<file path="config.mk">
export PLATFORM = sky130hd
export DESIGN_NAME = sdt_ctrl
export DESIGN_NICKNAME = d
export VERILOG_FILES = /design/src/rtl/sdt_pkg.sv /design/src/rtl/sdt_seq.sv /design/src/rtl/sdt_filter.sv /design/src/rtl/sdt_capture.sv /design/src/rtl/sdt_regs.sv /design/src/rtl/sdt_ctrl.sv
export SDC_FILE = /design/constraint.sdc
export NUM_CORES = 1
export LEC_CHECK = 0
export CAP_MARGIN = 20
export CORE_UTILIZATION = 54
export DETAILED_ROUTE_END_ITERATION = 8
export HOLD_SLACK_MARGIN = 0.02
export PLACE_DENSITY = 0.8
export SLEW_MARGIN = 20
export SYNTH_ARGS = -nofsm -noshare
export SYNTH_HDL_FRONTEND = slang
export SYNTH_SLANG_ARGS = --single-unit
</file>
<file path="constraint.sdc">
create_clock -name clk -period 7.2 [get_ports clk]
set_input_delay 1.44 -clock clk [delete_from_list [all_inputs] [get_ports clk]]
set_output_delay 1.44 -clock clk [all_outputs]
set_load 0.01 [all_outputs]
</file>
<file path="src/rtl/sdt_pkg.sv">
package sdt_pkg;
  localparam int unsigned SDT_DW   = 4;
  localparam int unsigned SDT_FRAC = 12;
  localparam int unsigned SDT_LW   = 4;
  localparam int unsigned SDT_LMAX = 12;
  localparam int unsigned SDT_TW   = 2;
  localparam int unsigned SDT_AW   = 2;
  localparam int unsigned SDT_RW   = 8;

  localparam logic [SDT_AW-1:0] ADR_DLY = 2'd0;
  localparam logic [SDT_AW-1:0] ADR_SMP = 2'd1;
  localparam logic [SDT_AW-1:0] ADR_CTL = 2'd2;
  localparam logic [SDT_AW-1:0] ADR_CMD = 2'd3;

  typedef enum logic {ST_IDLE = 1'b0, ST_BUSY = 1'b1} seq_st_e;

  typedef struct packed {
    logic              surv;
    logic              track;
    logic [SDT_LW-1:0] flen;
    logic [SDT_TW-1:0] thr;
  } ctl_t;
endpackage

</file>
<file path="src/rtl/sdt_seq.sv">
module sdt_seq
  import sdt_pkg::*;
(
  input  logic clk,
  input  logic rst_n,
  input  logic surv,
  input  logic start,
  input  logic meas_valid,
  output logic meas_req,
  output logic take
);
  seq_st_e state_q, state_d;

  always_comb begin
    state_d = state_q;
    case (state_q)
      ST_IDLE: if (surv || start) state_d = ST_BUSY;
      ST_BUSY: if (meas_valid && !surv) state_d = ST_IDLE;
      default: state_d = ST_IDLE;
    endcase
  end

  always_ff @(posedge clk or negedge rst_n) begin
    if (!rst_n) state_q <= ST_IDLE;
    else        state_q <= state_d;
  end

  assign meas_req = (state_q == ST_BUSY);
  assign take     = meas_req && meas_valid;
endmodule

</file>
<file path="src/rtl/sdt_filter.sv">
module sdt_filter #(
  parameter int unsigned DW   = 4,
  parameter int unsigned FRAC = 12,
  parameter int unsigned LW   = 4,
  parameter int unsigned LMAX = 12
) (
  input  logic          clk,
  input  logic          rst_n,
  input  logic          take,
  input  logic [DW-1:0] smp,
  input  logic [LW-1:0] flen,
  output logic [DW-1:0] rnd
);
  localparam int unsigned ACCW = DW + FRAC;
  localparam int unsigned SW   = ACCW + 1;
  localparam logic [LW-1:0] LCLIP = LW'(LMAX);
  localparam logic [ACCW:0] HALF = {{(DW+1){1'b0}}, 1'b1, {(FRAC-1){1'b0}}};

  logic [ACCW-1:0]        acc_q, acc_d;
  logic                   primed_q, primed_d;
  logic [LW-1:0]          sh;
  logic signed [SW-1:0]   diff, step;
  logic [ACCW:0]          sum;

  assign sh   = (flen > LCLIP) ? LCLIP : flen;
  assign diff = $signed({1'b0, smp, {FRAC{1'b0}}}) - $signed({1'b0, acc_q});
  assign step = diff >>> sh;

  always_comb begin
    acc_d    = acc_q;
    primed_d = primed_q;
    if (take) begin
      primed_d = 1'b1;
      if (primed_q) acc_d = acc_q + step[ACCW-1:0];
      else          acc_d = {smp, {FRAC{1'b0}}};
    end
  end

  always_ff @(posedge clk or negedge rst_n) begin
    if (!rst_n) begin
      acc_q    <= '0;
      primed_q <= 1'b0;
    end else if (take) begin
      acc_q    <= acc_d;
      primed_q <= primed_d;
    end
  end

  assign sum = {1'b0, acc_q} + HALF;
  assign rnd = sum[ACCW] ? {DW{1'b1}} : sum[ACCW-1:FRAC];
endmodule

</file>
<file path="src/rtl/sdt_capture.sv">
module sdt_capture #(
  parameter int unsigned DW = 4
) (
  input  logic          clk,
  input  logic          rst_n,
  input  logic          take,
  input  logic [DW-1:0] in_setup,
  input  logic [DW-1:0] in_hold,
  input  logic [DW-1:0] in_smp,
  input  logic          in_chk,
  output logic [DW-1:0] raw_setup,
  output logic [DW-1:0] raw_hold,
  output logic          change,
  output logic          check
);
  localparam int unsigned VW = 3 * DW;

  logic [VW-1:0] vec_q, vec_d;
  logic          seen_q;
  logic          chg_q, chg_d;
  logic          chk_q;

  assign vec_d = {in_setup, in_hold, in_smp};
  assign chg_d = seen_q && (vec_d != vec_q);

  always_ff @(posedge clk or negedge rst_n) begin
    if (!rst_n) begin
      vec_q  <= '0;
      seen_q <= 1'b0;
      chg_q  <= 1'b0;
      chk_q  <= 1'b0;
    end else if (take) begin
      vec_q  <= vec_d;
      seen_q <= 1'b1;
      chg_q  <= chg_d;
      chk_q  <= in_chk;
    end
  end

  assign raw_setup = vec_q[VW-1 -: DW];
  assign raw_hold  = vec_q[2*DW-1 -: DW];
  assign change    = chg_q;
  assign check     = chk_q;
endmodule

</file>
<file path="src/rtl/sdt_regs.sv">
module sdt_regs
  import sdt_pkg::*;
#(
  parameter int unsigned DW = 4,
  parameter int unsigned AW = 2,
  parameter int unsigned RW = 8
) (
  input  logic          clk,
  input  logic          rst_n,
  input  logic          wr_en,
  input  logic [AW-1:0] wr_addr,
  input  logic [RW-1:0] wr_data,
  input  logic [AW-1:0] rd_addr,
  input  logic [DW-1:0] raw_setup,
  input  logic [DW-1:0] raw_hold,
  input  logic [DW-1:0] filt,
  input  logic          change,
  input  logic          check,
  input  logic          irq_flag,
  output ctl_t          ctl,
  output logic          smp_wr,
  output logic [DW-1:0] smp_val,
  output logic          start,
  output logic          clr_irq,
  output logic [RW-1:0] rd_data
);
  logic [DW-1:0] wsetup_q, whold_q, wsmp_q;
  ctl_t          ctl_q;
  logic          dly_wr, ctl_wr, cmd_wr;

  assign dly_wr  = wr_en && (wr_addr == ADR_DLY);
  assign smp_wr  = wr_en && (wr_addr == ADR_SMP);
  assign ctl_wr  = wr_en && (wr_addr == ADR_CTL);
  assign cmd_wr  = wr_en && (wr_addr == ADR_CMD);
  assign start   = cmd_wr && wr_data[1];
  assign clr_irq = cmd_wr && wr_data[0];
  assign smp_val = wr_data[RW-1 -: DW];

  always_ff @(posedge clk or negedge rst_n) begin
    if (!rst_n) begin
      wsetup_q <= '0;
      whold_q  <= '0;
    end else if (dly_wr) begin
      wsetup_q <= wr_data[RW-1 -: DW];
      whold_q  <= wr_data[DW-1:0];
    end
  end

  always_ff @(posedge clk or negedge rst_n) begin
    if (!rst_n)      wsmp_q <= '0;
    else if (smp_wr) wsmp_q <= smp_val;
  end

  always_ff @(posedge clk or negedge rst_n) begin
    if (!rst_n)      ctl_q <= '0;
    else if (ctl_wr) ctl_q <= ctl_t'(wr_data);
  end

  assign ctl = ctl_q;

  always_comb begin
    rd_data = '0;
    case (rd_addr)
      ADR_DLY: rd_data = ctl_q.track ? {raw_setup, raw_hold} : {wsetup_q, whold_q};
      ADR_SMP: rd_data = {(ctl_q.track ? filt : wsmp_q), change, 2'b00, check};
      ADR_CTL: rd_data = RW'(ctl_q);
      ADR_CMD: rd_data = {{(RW-1){1'b0}}, irq_flag};
      default: rd_data = '0;
    endcase
  end
endmodule

</file>
<file path="src/rtl/sdt_ctrl.sv">
module sdt_ctrl
  import sdt_pkg::*;
#(
  parameter int unsigned DW   = SDT_DW,
  parameter int unsigned FRAC = SDT_FRAC,
  parameter int unsigned LW   = SDT_LW,
  parameter int unsigned LMAX = SDT_LMAX,
  parameter int unsigned TW   = SDT_TW,
  parameter int unsigned AW   = SDT_AW,
  parameter int unsigned RW   = SDT_RW
) (
  input  logic          clk,
  input  logic          rst_n,
  input  logic          wr_en,
  input  logic [AW-1:0] wr_addr,
  input  logic [RW-1:0] wr_data,
  input  logic [AW-1:0] rd_addr,
  output logic [RW-1:0] rd_data,
  input  logic          irq_en,
  output logic          meas_req,
  input  logic          meas_valid,
  input  logic [DW-1:0] meas_setup,
  input  logic [DW-1:0] meas_hold,
  input  logic [DW-1:0] meas_sample,
  input  logic          meas_check,
  output logic [DW-1:0] sample_delay,
  output logic          irq
);
  localparam logic [DW-1:0] ONE = DW'(1);

  ctl_t          ctl;
  logic          surv, track_bit, take, start, clr_irq, smp_wr;
  logic [DW-1:0] smp_val, filt, raw_setup, raw_hold;
  logic          change, check;
  logic          eval_q;
  logic          auto_eff, fire;
  logic [DW-1:0] drift, steps;
  logic [DW-1:0] applied_q, applied_d;
  logic          irq_flag_q, irq_flag_d;

  assign surv      = ctl.surv;
  assign track_bit = ctl.track;

  sdt_seq u_seq (
    .clk(clk), .rst_n(rst_n), .surv(surv), .start(start),
    .meas_valid(meas_valid), .meas_req(meas_req), .take(take)
  );

  sdt_filter #(.DW(DW), .FRAC(FRAC), .LW(LW), .LMAX(LMAX)) u_filter (
    .clk(clk), .rst_n(rst_n), .take(take), .smp(meas_sample),
    .flen(ctl.flen), .rnd(filt)
  );

  sdt_capture #(.DW(DW)) u_capture (
    .clk(clk), .rst_n(rst_n), .take(take), .in_setup(meas_setup),
    .in_hold(meas_hold), .in_smp(meas_sample), .in_chk(meas_check),
    .raw_setup(raw_setup), .raw_hold(raw_hold), .change(change), .check(check)
  );

  sdt_regs #(.DW(DW), .AW(AW), .RW(RW)) u_regs (
    .clk(clk), .rst_n(rst_n), .wr_en(wr_en), .wr_addr(wr_addr),
    .wr_data(wr_data), .rd_addr(rd_addr), .raw_setup(raw_setup),
    .raw_hold(raw_hold), .filt(filt), .change(change), .check(check),
    .irq_flag(irq_flag_q), .ctl(ctl), .smp_wr(smp_wr), .smp_val(smp_val),
    .start(start), .clr_irq(clr_irq), .rd_data(rd_data)
  );

  // Evaluation runs one cycle after a result, on the updated accumulator.
  always_ff @(posedge clk or negedge rst_n) begin
    if (!rst_n) eval_q <= 1'b0;
    else        eval_q <= take;
  end

  assign auto_eff = track_bit && surv && !irq_en;
  assign drift    = (filt >= applied_q) ? (filt - applied_q) : (applied_q - filt);
  assign steps    = {{(DW-TW){1'b0}}, ctl.thr} + ONE;
  assign fire     = eval_q && (drift >= steps);

  always_comb begin
    applied_d = applied_q;
    if (smp_wr)                applied_d = smp_val;
    else if (fire && auto_eff) applied_d = filt;
  end

  always_comb begin
    irq_flag_d = irq_flag_q;
    if (fire && surv && !auto_eff) irq_flag_d = 1'b1;
    else if (clr_irq)              irq_flag_d = 1'b0;
  end

  always_ff @(posedge clk or negedge rst_n) begin
    if (!rst_n) begin
      applied_q  <= '0;
      irq_flag_q <= 1'b0;
    end else begin
      applied_q  <= applied_d;
      irq_flag_q <= irq_flag_d;
    end
  end

  assign sample_delay = applied_q;
  assign irq          = irq_flag_q && irq_en;
endmodule

</file>
; Word level (Yosys, flattened, before mapping)
; Cells that the tools add are included.
[classes]
n_mux = 14
n_reduce_logical = 24
n_eq_ne = 7
bitwise_logic = 1
shift = 1
addsub = 6
n_lt_le_gt_ge = 3
[op_table]
columns = cell, n
row1 = 8-bit case mux with 4 select lines, 1
row2 = 4-bit two-way mux, 6
row3 = "16-bit by 12-bit adder with 17-bit output, second input constant", 1
row4 = 17-bit by 4-bit >>> shifter with 16-bit output, 1
row5 = 16-bit by 16-bit subtractor with 17-bit output, 1
row6 = 16-bit adder, 1
row7 = 1-bit logical AND, 16
row8 = 16-bit two-way mux, 1
row9 = 12-bit != test, 1
row10 = "2-bit equality test, second input constant", 4
row11 = 8-bit two-way mux, 1
row12 = 4-bit subtractor, 2
row13 = "2-bit by 1-bit equality test with 1-bit output, second input constant", 2
row14 = 4-bit by 3-bit greater-or-equal comparator with 1-bit output, 1
row15 = 4-bit greater-or-equal comparator, 1
row16 = "4-bit > comparator, second input constant", 1
row17 = 2-bit logical NOT, 2
row18 = 1-bit two-way mux, 4
row19 = 2-bit nonzero test, 2
row20 = "2-bit by 1-bit adder with 3-bit output, second input constant", 1
row21 = 1-bit logical NOT, 3
row22 = 1-bit case mux with 2 select lines, 1
row23 = 1-bit logical OR, 1
row24 = 1-bit NOT, 1
[word_totals]
inputBits = 30
word_cells = 72
output_inout_bits = 14
reg_bits = 58

; Longest topological paths before layout
[depth]
ltp_word = 9
ltp_mapped = 19
mapped_depth_nobuf = 19

; Cells and area by module
; Synthesis repeated with hierarchy kept, for this count alone.
[unflattened]
cells_unflattened = 596
area_unflattened_um2 = 5612.9
[modules_own_cells]
columns = module, cells_per_inst, seq_area_each_um2, area_per_inst_um2, instances
row1 = sdt_filter, 381, 425.4, 3026.7, 1
row2 = sdt_regs, 84, 500.5, 1104.8, 1
row3 = sdt_capture, 57, 375.4, 749.5, 1
row4 = sdt_ctrl, 70, 150.1, 683.2, 1
row5 = sdt_seq, 4, 25.0, 48.8, 1

; Worst setup path before layout
; Ideal clock, no wire load.
[synth_path]
path_kind = input to register
from = in meas_sample[1]
to = reg u_filter.acc_q[12]
path_slack_ps = 1877
arrival_time_ps = 5199
n_path_buf = 0
setup_time_ps = 124
cell_stages = 18
required_ps = 7076
cell_sequence = ha_1 > a21o_1 > a21oi_1 > nand2_1 > xnor2_1 > a21boi_0 > mux4_2 > mux2i_1 > ha_1 > inv_1 > fa_1 > nand3b_1 > a21oi_1 > o31ai_1 > a21oi_1 > a31oi_1 > mux2i_1 > a211o_1
[synth_via]
elab_chain_cells = 4
[synth_lines]
columns = element, line_no
row1 = start: declaration, sdt_ctrl.sv:24  ; input logic [DW-1:0] meas_sample,
row2 = 16-bit by 16-bit subtractor with 17-bit output, sdt_filter.sv:26  ; assign diff = $signed({1'b0, smp, {FRAC{1'b0}}}) - $signed({1'b0, acc_q});
row3 = 17-bit by 4-bit >>> shifter with 16-bit output, sdt_filter.sv:27  ; assign step = diff >>> sh;
row4 = 16-bit adder, sdt_filter.sv:34  ; if (primed_q) acc_d = acc_q + step[ACCW-1:0];
row5 = 16-bit two-way mux, sdt_filter.sv:34
row6 = end signal: assignment, sdt_filter.sv:41  ; acc_q <= '0;
row7 = end signal: assignment, sdt_filter.sv:44  ; acc_q <= acc_d;
row8 = end: declaration, sdt_filter.sv:19  ; logic [ACCW-1:0] acc_q, acc_d;
; Every way passes these cells.
; A chain may end at the register's enable or synchronous reset.

; Worst setup path after layout
; Ends and elaborated chain as after synthesis.

==> results.sh <==
export IMPL_holdCritPathClass="register to register"
export IMPL_tritoncts_num_buffers=9
export IMPL_slew_headroom_pct=46.8
export IMPL_drt_wirelength_per_cell_um=18.5
export IMPL_max_cap_violations=0
export IMPL_h_tree_level_count=3
export IMPL_post_route_drc_count=0
export IMPL_swShare_pct=48.2
export IMPL_layout_drive_gt1_share_pct=9.98
export IMPL_startpoint="meas_sample[1]"
export IMPL_post_detailed_route_count_of_antenna_violating_nets=0
export IMPL_crit_type="primary input to register"
export IMPL_synth_yosys_warnings=0
export IMPL_final_critical_path_setup_slack_ns=0.973
export IMPL_maximum_number_of_pins_on_one_net_before_global_route_repair=59
export IMPL_chipWidth_um=101
export IMPL_synthesis_area_um2=5240
export IMPL_critical_path_cell_chain="clkdlybuf4s50_1, ha_1, a21o_1, a21oi_1, nand2_1, xnor2_1, a21boi_0, mux4_2, mux2i_1, ha_1, inv_1, fa_1, nand3b_1, a21oi_1, o31ai_1, a21oi_1, a31oi_1, mux2i_1, a211o_1"
export IMPL_clock_skew_final_ns=0.0112
export IMPL_final_min_period_over_clock_period_pct=86.5
export IMPL_timing_critical_path_buf_inv=2
export IMPL_finalWeightedCongestion=0.935
export IMPL_critical_path_slowest_cell="mux4_2"
export IMPL_final_setup_viol_count=0
export IMPL_cts_resized=0
export IMPL_globalRouteTotalUtil_pct=30.1
export IMPL_p_switching_w=0.00147
export IMPL_cpMostUsedCell="a21oi_1"
export IMPL_cpPeakStageDelay_ns=0.53
export IMPL_irDropWorstVdd_uv=332
export IMPL_cts_tree="built"
export IMPL_r2r_startpoint="u_filter.acc_q[13]"
export IMPL_clkSlewWorstSetupHoldPaths_ns=0.07
export IMPL_yosysUniqueCellTypes=73
export IMPL_tritoncts_num_sinks=58
export IMPL_aggregate_routed_wire_length_um=14400
export IMPL_cell_internal_pwr_w=0.00158
export IMPL_r2r_setup_slack_ns=2.03
export IMPL_crit_path_max_fanout=8
export IMPL_post_route_min_period_ns=6.23
export IMPL_power_share_sequential_pct=20.1
export IMPL_max_slew_vio_count=0
export IMPL_critical_path_top_delay_family="compound AO/OA/AOI/OAI gates"
export IMPL_initial_utilization_pct=56.2
export IMPL_clkPwrFrac_pct=11.7
export IMPL_std_cell_rows=35
export IMPL_rsz_0062_raised_after_global_routing="false"
export IMPL_timing_critical_path_to_type="register"
export IMPL_fp_dieArea_um2=10100
export IMPL_terminus_of_the_critical_flop_to_flop_path="u_filter.acc_q[12]"
export IMPL_grt_pass1_vias=4635
export IMPL_chipHeight_um=101
export IMPL_leakage_power_summed_over_all_cells_nw=2.60
export IMPL_finish_net_count=714
export IMPL_number_of_enable_type_register_cells_in_the_synthesized_netlist=0
export IMPL_synth_ff_type="dfrtp_1"
export IMPL_area_growth_pct=13.7
export IMPL_grt_first_pass_wirelength_um=23700
export IMPL_dp_slack_ns=0.781
export IMPL_clk_root_buffer_cell="clkbuf_8"
export IMPL_async_flop_share_pct=100
export IMPL_worstSetupEndpoint="u_filter.acc_q[12]"
export IMPL_num_io_pins=44
export IMPL_synthesis_nets=685
export IMPL_critical_path_startpoint_type="primary input"
export IMPL_clock_latency_ns=0.35
export IMPL_required_ns=7.43
export IMPL_status="complete, no violations"
export IMPL_hold_buffers=0
export IMPL_postCtsSetupBuffers=0
export IMPL_finalCoreUtilization_pct=63.9
export IMPL_yosys_register_bits=58
export IMPL_syn_area_per_cell_um2=8.50
export IMPL_worst_endpoint_arrival_ns=6.46
export IMPL_clk_path_buf_depth=2
export IMPL_final_hold_viol_count=0
export IMPL_cp_depth=19
export IMPL_drt_pass1_iterations=7
export IMPL_fillers=819
export IMPL_antennaDiodeCount=0
export IMPL_maxClockFrequency_mhz=161
export IMPL_comb_power_share_pct=68.2
export IMPL_violation_count_after_the_first_detailed_route_iteration=390
export IMPL_tns_ns=0
export IMPL_reg2reg_path_depth=19
export IMPL_power_density_nw_per_um2=511
export IMPL_synth_sequential_area_ratio_pct=27.7
export IMPL_grt_overflow=0
export IMPL_routed_via_count=4934
export IMPL_core_area_um2=9330
export IMPL_syn_instance_count=617
export IMPL_place_detailed_hpwl_um=10600
export IMPL_port_buffers=43
export IMPL_drt_via_density=6.33
export IMPL_initial_antenna_violation_count=0
export IMPL_tightest_slew_ns=0.791
[worst register-to-register path, delay by kind of cell (launching register included)]
kind	cells	cell delay (ns)
AOI/OAI and AO/OA	8	1.82
xor gates and xnor gates	1	0.51
adders and majority gates	3	0.95
buffers and inverters	2	0.15
DFF	1	0.51
muxes	3	0.84
and+or+nand+nor	2	0.30
[registers in the layout, indices dropped and copies added, names as in the netlist]
register	cells
irq_flag_q	1
u_capture.change	1
u_capture.vec_q	12
u_filter.acc_q	16
sample_delay	4
u_seq.meas_req	1
u_regs.wsetup_q	4
u_capture.seen_q	1
eval_q	1
u_capture.check	1
u_regs.whold_q	4
u_regs.ctl	8
u_regs.wsmp_q	4
[layout by cell type (no fill, tap or decap), types with 11 or more instances in the layout]
cell type        instances
nor3_1                  14
dfrtp_1                 58
ha_1                    35
inv_1                   27
o21ai_0                 24
mux2i_1                 24
nand3_1                 11
mux2_2                  21
nand2_1                 91
xnor2_1                 24
a21oi_1                 47
clkbuf_8                11
clkdlybuf4s50_1         42
nor2_1                  38
[cell type report]
cell class                      count  area (µm²)  share of cell area [%]
Clock inverter                      4        73.8                    1.24
Multi-Input combinational cell    497        3530                    59.2
Tap cell                          129         161                    2.71
Sequential cell                    58        1450                    24.4
Inverter                           30         113                    1.89
Clock buffer                       12         155                    2.60
Timing Repair Buffer               50         478                    8.02
[kinds of logic after synthesis]
| logic type | after synthesis | share of synthesized area [%] |
|---|---|---|
| muxes | 50 | 11.2 |
| xor gates and xnor gates | 33 | 5.51 |
| adders and majority gates | 38 | 9.50 |
| DFF | 58 | 27.7 |
| buffers and inverters | 62 | 5.04 |
| AOI/OAI and AO/OA | 167 | 21.7 |
| and+or+nand+nor | 209 | 19.4 |
[stage by stage]
step           std cells  hold slack, ns  instance area, µm²  power (W)
5_1_grt              780           0.490                5960    0.00330
3_3_place_gp         764           0.456                5730    0.00256
3_5_place_dp         764           0.464                5730    0.00265
2_1_floorplan        617           0.440                5240    0.00217
4_1_cts              780           0.482                5960    0.00302
6_report             780           0.483                5960    0.00305
[synth_stat cells, types with 8 or more instances]
library cell / count / area, µm²
inv_1: 27 / 101
o22ai_1: 10 / 62.6
nor2_1: 38 / 143
xor2_1: 9 / 78.8
mux2i_1: 24 / 240
a31oi_1: 9 / 56.3
nand3_1: 11 / 55.1
dfrtp_1: 58 / 1450
nor3_1: 14 / 70.1
xnor2_1: 24 / 210
o21ai_0: 24 / 120
nand2_1: 91 / 342
a21o_1: 10 / 75.1
mux2_2: 21 / 236
ha_1: 35 / 438
nand4_1: 8 / 50.1
clkbuf_1: 25 / 93.8
a21oi_1: 47 / 235
[metal layers]
layer	GRT usage [%]	part of all wire, %
met1	43.2	45
met5	0	0
met4	8.81	1.8
met3	4.58	6.6
met2	47.3	47
[power by group through the flow]
stage | logic [W] | clock network [W] | registers (W)
after floorplan | 0.00164 | 0 | 0.000527
after global placement | 0.00196 | 0 | 0.000604
after detailed placement | 0.00203 | 0 | 0.000611
after CTS | 0.00205 | 0.000360 | 0.000605
after global routing | 0.00230 | 0.000374 | 0.000631
final | 0.00208 | 0.000356 | 0.000612
[how the worst min path moves through the flow]
| stage | endpoint | cells past startpoint | from |
|---|---|---|---|
| floorplan | u_regs.wsmp_q[0] | 2 | u_regs.wsmp_q[0] |
| global placement | u_regs.wsmp_q[0] | 2 | u_regs.wsmp_q[0] |
| detailed placement | u_regs.wsmp_q[3] | 2 | u_regs.wsmp_q[3] |
| CTS | u_regs.wsmp_q[3] | 2 | u_regs.wsmp_q[3] |
| global route | u_regs.wsmp_q[3] | 2 | u_regs.wsmp_q[3] |
| finish | u_regs.wsmp_q[3] | 2 | u_regs.wsmp_q[3] |
Power figures use the tool's default switching activity.
